### config.mk
export PLATFORM = sky130hd
export DESIGN_NAME = osc_glitch_filter
export DESIGN_NICKNAME = d
export VERILOG_FILES = /design/src/rtl/glitch_filter_pkg.sv /design/src/rtl/gf_sync.sv /design/src/rtl/gf_win_sel.sv /design/src/rtl/gf_filter.sv /design/src/rtl/osc_glitch_filter.sv
export SDC_FILE = /design/constraint.sdc
export NUM_CORES = 1
export LEC_CHECK = 0
export ABC_AREA = 1
export BUFFER_PORTS_ARGS = -buffer_cell sky130_fd_sc_hd__buf_2
export CELL_PAD_IN_SITES_DETAIL_PLACEMENT = 0
export CELL_PAD_IN_SITES_GLOBAL_PLACEMENT = 1
export CORE_AREA = 2 2 39 41
export DETAILED_ROUTE_END_ITERATION = 10
export DIE_AREA = 0 0 41 43
export PLACE_DENSITY_LB_ADDON = 0.1
export SLEW_MARGIN = 20
export SYNTH_ARGS = -nofsm -noshare
export SYNTH_HDL_FRONTEND = slang
export SYNTH_SLANG_ARGS = --single-unit
export TNS_END_PERCENT = 10
### constraint.sdc
create_clock -name clk_i -period 2.1 [get_ports clk_i]
set_input_delay 0.105 -clock clk_i [delete_from_list [all_inputs] [get_ports clk_i]]
set_output_delay 0.105 -clock clk_i [all_outputs]
set_load 0.005 [all_outputs]
### src/rtl/glitch_filter_pkg.sv
package glitch_filter_pkg;
  parameter int unsigned DEF_NARROW_CYC = 8;
  parameter int unsigned DEF_WIDE_CYC   = 16;
  parameter int unsigned DEF_SYNC_STAGES = 2;

  typedef enum logic {
    WIN_NARROW = 1'b0,
    WIN_WIDE   = 1'b1
  } win_sel_e;
endpackage

### src/rtl/gf_sync.sv
module gf_sync #(
  parameter int unsigned STAGES = 2
) (
  input  logic clk_i,
  input  logic rst_ni,
  input  logic d_i,
  output logic q_o
);
  logic [STAGES-1:0] pipe_q;

  generate
    if (STAGES == 1) begin : g_single
      always_ff @(posedge clk_i or negedge rst_ni) begin
        if (!rst_ni) pipe_q <= '0;
        else         pipe_q <= d_i;
      end
    end else begin : g_chain
      always_ff @(posedge clk_i or negedge rst_ni) begin
        if (!rst_ni) pipe_q <= '0;
        else         pipe_q <= {pipe_q[STAGES-2:0], d_i};
      end
    end
  endgenerate

  assign q_o = pipe_q[STAGES-1];
endmodule

### src/rtl/gf_win_sel.sv
module gf_win_sel
  import glitch_filter_pkg::*;
#(
  parameter int unsigned NARROW_CYC = DEF_NARROW_CYC,
  parameter int unsigned WIDE_CYC   = DEF_WIDE_CYC,
  localparam int unsigned CW = $clog2(WIDE_CYC)
) (
  input  logic          sel_i,
  output logic [CW-1:0] lim_o
);
  localparam logic [CW-1:0] NARROW_LIM = CW'(NARROW_CYC - 1);
  localparam logic [CW-1:0] WIDE_LIM   = CW'(WIDE_CYC - 1);

  always_comb begin
    unique case (win_sel_e'(sel_i))
      WIN_WIDE: lim_o = WIDE_LIM;
      default:  lim_o = NARROW_LIM;
    endcase
  end
endmodule

### src/rtl/gf_filter.sv
module gf_filter
  import glitch_filter_pkg::*;
#(
  parameter int unsigned NARROW_CYC = DEF_NARROW_CYC,
  parameter int unsigned WIDE_CYC   = DEF_WIDE_CYC,
  localparam int unsigned CW = $clog2(WIDE_CYC)
) (
  input  logic          clk_i,
  input  logic          rst_ni,
  input  logic          sync_i,
  input  logic [CW-1:0] lim_i,
  output logic          filt_o
);
  logic          filt_q;
  logic [CW-1:0] cnt_q;
  logic          differ;
  logic          reach;

  assign differ = sync_i ^ filt_q;
  // >= so a shrinking window mid-count flips at once
  assign reach  = (cnt_q >= lim_i);

  always_ff @(posedge clk_i or negedge rst_ni) begin
    if (!rst_ni) begin
      filt_q <= 1'b0;
      cnt_q  <= '0;
    end else if (!differ) begin
      cnt_q  <= '0;
    end else if (reach) begin
      filt_q <= sync_i;
      cnt_q  <= '0;
    end else begin
      cnt_q  <= cnt_q + 1'b1;
    end
  end

  assign filt_o = filt_q;

  assert_flip_cause_R2: assert property (@(posedge clk_i) disable iff (!rst_ni)
    !$stable(filt_q) |-> $past(sync_i != filt_q));

  assert_min_run_R3: assert property (@(posedge clk_i) disable iff (!rst_ni)
    !$stable(filt_q) |-> ($past(cnt_q) >= CW'(NARROW_CYC - 1)));

  assert_match_clears_R5: assert property (@(posedge clk_i) disable iff (!rst_ni)
    (sync_i == filt_q) |=> (cnt_q == '0));

  assert_flip_clears_R2: assert property (@(posedge clk_i) disable iff (!rst_ni)
    !$stable(filt_q) |-> (cnt_q == '0));

  assert_cnt_range_R4: assert property (@(posedge clk_i) disable iff (!rst_ni)
    32'(cnt_q) < WIDE_CYC);
endmodule

### src/rtl/osc_glitch_filter.sv
module osc_glitch_filter
  import glitch_filter_pkg::*;
#(
  parameter int unsigned NARROW_CYC  = DEF_NARROW_CYC,
  parameter int unsigned WIDE_CYC    = DEF_WIDE_CYC,
  parameter int unsigned SYNC_STAGES = DEF_SYNC_STAGES,
  localparam int unsigned CW = $clog2(WIDE_CYC)
) (
  input  logic clk_i,
  input  logic rst_ni,
  input  logic osc_raw_i,
  input  logic wide_sel_i,
  input  logic filt_en_ni,
  output logic osc_clk_o
);
  logic          sync_lvl;
  logic [CW-1:0] win_lim;
  logic          filt_lvl;

  gf_sync #(.STAGES(SYNC_STAGES)) u_sync (
    .clk_i  (clk_i),
    .rst_ni (rst_ni),
    .d_i    (osc_raw_i),
    .q_o    (sync_lvl)
  );

  gf_win_sel #(.NARROW_CYC(NARROW_CYC), .WIDE_CYC(WIDE_CYC)) u_win (
    .sel_i (wide_sel_i),
    .lim_o (win_lim)
  );

  gf_filter #(.NARROW_CYC(NARROW_CYC), .WIDE_CYC(WIDE_CYC)) u_filt (
    .clk_i  (clk_i),
    .rst_ni (rst_ni),
    .sync_i (sync_lvl),
    .lim_i  (win_lim),
    .filt_o (filt_lvl)
  );

  // active-low enable: high passes the raw pin straight through
  assign osc_clk_o = filt_en_ni ? osc_raw_i : filt_lvl;

  assert_filt_quiet_R1: assert property (@(posedge clk_i) disable iff (!rst_ni)
    (!filt_en_ni && !$past(filt_en_ni) && $past(filt_lvl) == filt_lvl) |-> $stable(osc_clk_o));
endmodule

After elaboration in Yosys (flattened, before gate mapping). Index checks and enable logic that the tools add are counted.

Add/subtract/negate cells: 1. $lt $le $gt $ge: 1. Multiplexer cells: 4. Bitwise gates (word level): 1. Reductions and logical operators: 1.

Operators with widths (number): 4-bit two-way mux (3); 4-bit by 1-bit adder with 4-bit output (second input constant) (1); 4-bit greater-or-equal comparator (1); 2-bit AND reduction (1); 1-bit two-way mux (1); 1-bit bitwise XOR (1).

Register bits after elaboration: 7. Output and inout port bits: 1. Word-level logic and storage cells: 11.

Logic depth before layout (Yosys ltp).
Depth in word-level cells: 4. Depth in mapped cells: 6. Depth with buffers taken out: 6.

By module. A second synthesis with hierarchy kept.

Cells, all modules: 53. Area total of the unflattened synthesis: 439.2 um^2.

By module, submodules not included: gf_filter (instances 1, cells an instance 42, area an instance 340.3 um^2, seq. area each 125.1 um^2); gf_sync (instances 1, cells an instance 2, area an instance 50.0 um^2, seq. area each 50.0 um^2); gf_win_sel (instances 1, cells an instance 5, area an instance 33.8 um^2, seq. area each 0.0 um^2); osc_glitch_filter (instances 1, cells an instance 4, area an instance 15.0 um^2, seq. area each 0.0 um^2).

Worst setup path before layout. Ideal clock, no wire load.

Path type: register to register. Start: register u_filt.cnt_q[3]. End: register u_filt.cnt_q[0]. Library setup time: 120 ps. Arrival time: 896 ps. Required time: 1980 ps. Slack: 1084 ps. Stages on the path, launching flop included: 5. Path buffers: 0. Cell sequence: dfrtp_1 -> ha_1 -> nand3_1 -> nand3_1 -> nor2_1.

Word-level cells in the longest chain between the ends: 3.

RTL lines: start: declaration (RTL line gf_filter.sv:15) `logic [CW-1:0] cnt_q;`; start signal: assignment (RTL line gf_filter.sv:33) `cnt_q <= cnt_q + 1'b1;`; 4-bit greater-or-equal comparator (RTL line gf_filter.sv:21) `assign reach = (cnt_q >= lim_i);`; 4-bit two-way mux (RTL line gf_filter.sv:29) `end else if (reach) begin`; 4-bit two-way mux (RTL line gf_filter.sv:27) `end else if (!differ) begin`.

No other way between the ends. A chain may end at the register's enable or synchronous reset.

Worst setup path after layout.
Start: register u_filt.cnt_q[3]. End: register u_filt.cnt_q[1].

Same word-level chain as after synthesis.

==> summary.txt <==
Run status
  – Outcome: complete, no violations

Placement
  – Port bufs: 5
  – Post-place instance area: 353 µm²
  – RePlAce Congestion: 0.692
  – DP HPWL: 397 µm
  – Post-placement cell count: 55

Clock network
  – Max H-tree Level: 1
  – CTS tree: yes
  – Post-CTS Resized: 0
  – Max clock buf depth: 2
  – Clock Latency Late Sink: 0.24 ns
  – Clock root cell: clkbuf_4
  – Worst-path clk slew: 0.05 ns
  – CTS Buf Count: 3
  – CTS Sinks: 7

Layout
  – Design Area, Final: 399 µm²
  – Fill cells: 152
  – Total Nets Final: 53
  – Ant diodes: 0
  – Post-Layout Cell Count: 61
  – Fin util: 28.8%
  – Area of the multi-input gates: 110 µm²
  – Register area: 175 µm²
  – Syn-to-layout area delta: 29.7%
  – Layout cells sized above 1: 17.8%

Synth
  – Simple-Gate Fraction of Synth Area: 21.5%
  – XOR/XNOR Fraction of Synth Area: 2.85%
  – Syn Std Cell Area: 308 µm²
  – Adder-cell share of the synthesized area: 8.13%
  – Post-synthesis compound-gate area fraction: 3.25%
  – Syn avg cell area: 9.05 µm²
  – Register area share after synthesis: 56.9%
  – Largest family of logic cells by synthesized area: simple AND/OR/NAND/NOR gates
  – Yosys reg bits: 7
  – Synthesis Warnings: 0
  – Post-Synthesis Cells: 34
  – Multiplexer share of the synthesized area: 0%
  – Post-synthesis net count: 41
  – Post-synthesis cell type count: 9

Power and ir drop
  – Leak Pwr: 0.212 nW
  – Pwr Total: 0.385 mW
  – Worst VDD drop: 0.332 mV
  – P per Cell Area: 965 nW/µm²

Worst setup path
  – Family with the most delay on the worst path: flip-flops
  – CP dominant cell by count: nand3_1
  – Worst EP arrival: 1.30 ns
  – Crit Path Max Fanout: 4
  – CP Capture Type: flop
  – Worst stage delay on the critical path: 0.40 ns
  – Critical Path, Cell by Cell: ha_1 -> nand3_1 -> nand3_1 -> nor2_1
  – Worst setup path class: reg2reg
  – Worst Path Required: 2.27 ns
  – CP max stage cell: dfrtp_1
  – Worst setup SP type: flop
  – CP Buf/Inv Count: 0

Routing
  – Final ANT Viol Nets: 0
  – Wire length on met2: 240 µm
  – DRC errors left: 0
  – Drt first pass iters: 1
  – Final Routed Wirelength: 513 µm
  – Met1 wire length: 242 µm
  – Total number of vias: 239
  – Max Used Layer: met4
  – DR iter-0 viols: 0
  – Vias/cell: 3.92
  – Wirelength per Cell: 8.41 µm
  – Wire length on met3: 19 µm

Floorplan
  – I/O pins: 6
  – Site row count: 14
  – Die Wd: 41 µm
  – Die ar.: 1760 µm²
  – Core footprint: 1380 µm²
  – Initial core utilization: 22.2%
  – Die height: 43 µm

STA
  – Unrepaired setup endpoints after global routing: no
  – Clock Skews: 0.00584 ns
  – Fin crit period: 1.13 ns
  – Setup violators final: 0
  – Slew @ Worst Pin: 0.163 ns
  – Part of the cycle the worst path needs: 53.7%
  – Max-slew violation count: 0
  – Final Hold Vio Count: 0
  – Final TNS setup: 0 ns
  – Slew headroom: 89.1%
  – Max Clock Freq: 887 MHz

Job
  – Max Cap Viol: 0

Global routing
  – First-pass GRT wire length: 993 µm
  – Initial antenna violation count: 0
  – All-Layer GR Usage: 9.24%
  – Vias in the first global route: 254
  – Largest net degree at the start of global routing: 8
  – GRT overflow: 0

Worst hold path
  – Class of the worst hold path: in2async
## kinds of logic (layout without fill, tap and decap cells)
group           after synthesis  in the layout
compound gates                2              2
xor+xnor                      1              1
fa+ha+maj                     2              2
buf+inv                       6             17
flops                         7              7
simple gates                 16             16
## flip-flops by register name, summed over array words and instances (netlist names)
register,count
u_sync.pipe_q,2
u_filt.cnt_q,4
u_filt.filt_o,1
## layout make-up
class / instances / share of cell area, %
clock buffers: 4 / 6.58
inverters: 6 / 5.64
well taps: 16 / 5.02
flip-flops and latches: 7 / 43.9
repair buffers: 7 / 11.3
multi-input cells: 21 / 27.6
## timing repair
item	CTS	global route
endpoints found under the hold margin	8	0
buffers inserted	0	0
hold buffers	2	0
## final timing paths
kind	to	from	cells after the start	slack [ns]
setup reg to reg	u_filt.cnt_q[1]	u_filt.cnt_q[3]	4	0.97
setup / recovery	u_filt.cnt_q[1]	u_filt.cnt_q[3]	4	0.97
min in group clk_i	u_sync.pipe_q[1]	u_sync.pipe_q[0]	0	0.35
max in group asynchronous	u_filt.filt_o	rst_ni	2	1.72
hold reg to reg	u_sync.pipe_q[1]	u_sync.pipe_q[0]	0	0.35
hold / removal	u_filt.cnt_q[0]	rst_ni	2	0.22
## metrics by stage
step           hold slack [ns]  setup slack [ns]
2_1_floorplan           -0.191              1.08
3_3_place_gp           -0.0559             0.980
3_5_place_dp           -0.0528             0.951
4_1_cts                  0.219             0.941
5_1_grt                  0.243             0.855
6_report                 0.223             0.972
## cells in the mapped netlist
master | number | area share, %
o21ai_0 | 2 | 3.3
nand4_1 | 1 | 2.0
nor2_1 | 4 | 4.9
nand3_1 | 3 | 4.9
xnor2_1 | 1 | 2.8
dfrtp_1 | 7 | 57
inv_1 | 6 | 7.3
nand2_1 | 8 | 9.8
ha_1 | 2 | 8.1
## worst register-to-register path, cell delays in order, from the launching register on
cell,delay (ns)
dfrtp_1,0.40
ha_1,0.27
nand3_1,0.10
nand3_1,0.15
nor2_1,0.14
## layout by cell type (no fill, tap or decap), drive strengths merged
cell	count
nand4	1
inv	6
xnor2	1
o21ai	2
nand2	8
dfrtp	7
dlygate4sd3	2
nor2	4
nand3	3
clkbuf	4
ha	2
buf	5
## routing by layer
layer | track usage (%) | vias up
met5 | 0 | -
met4 | 10.0 | 0
met3 | 3.14 | 2
met2 | 10.9 | 4
met1 | 11.7 | 103
li1 | - | 130
## report_power, final
| group | switching, mW | internal [mW] |
|---|---|---|
| combinational | 0.0443 | 0.0354 |
| sequential | 0.0245 | 0.164 |
| clock | 0.0443 | 0.0722 |
| total | 0.113 | 0.272 |
(Power assumes the default switching activity.)
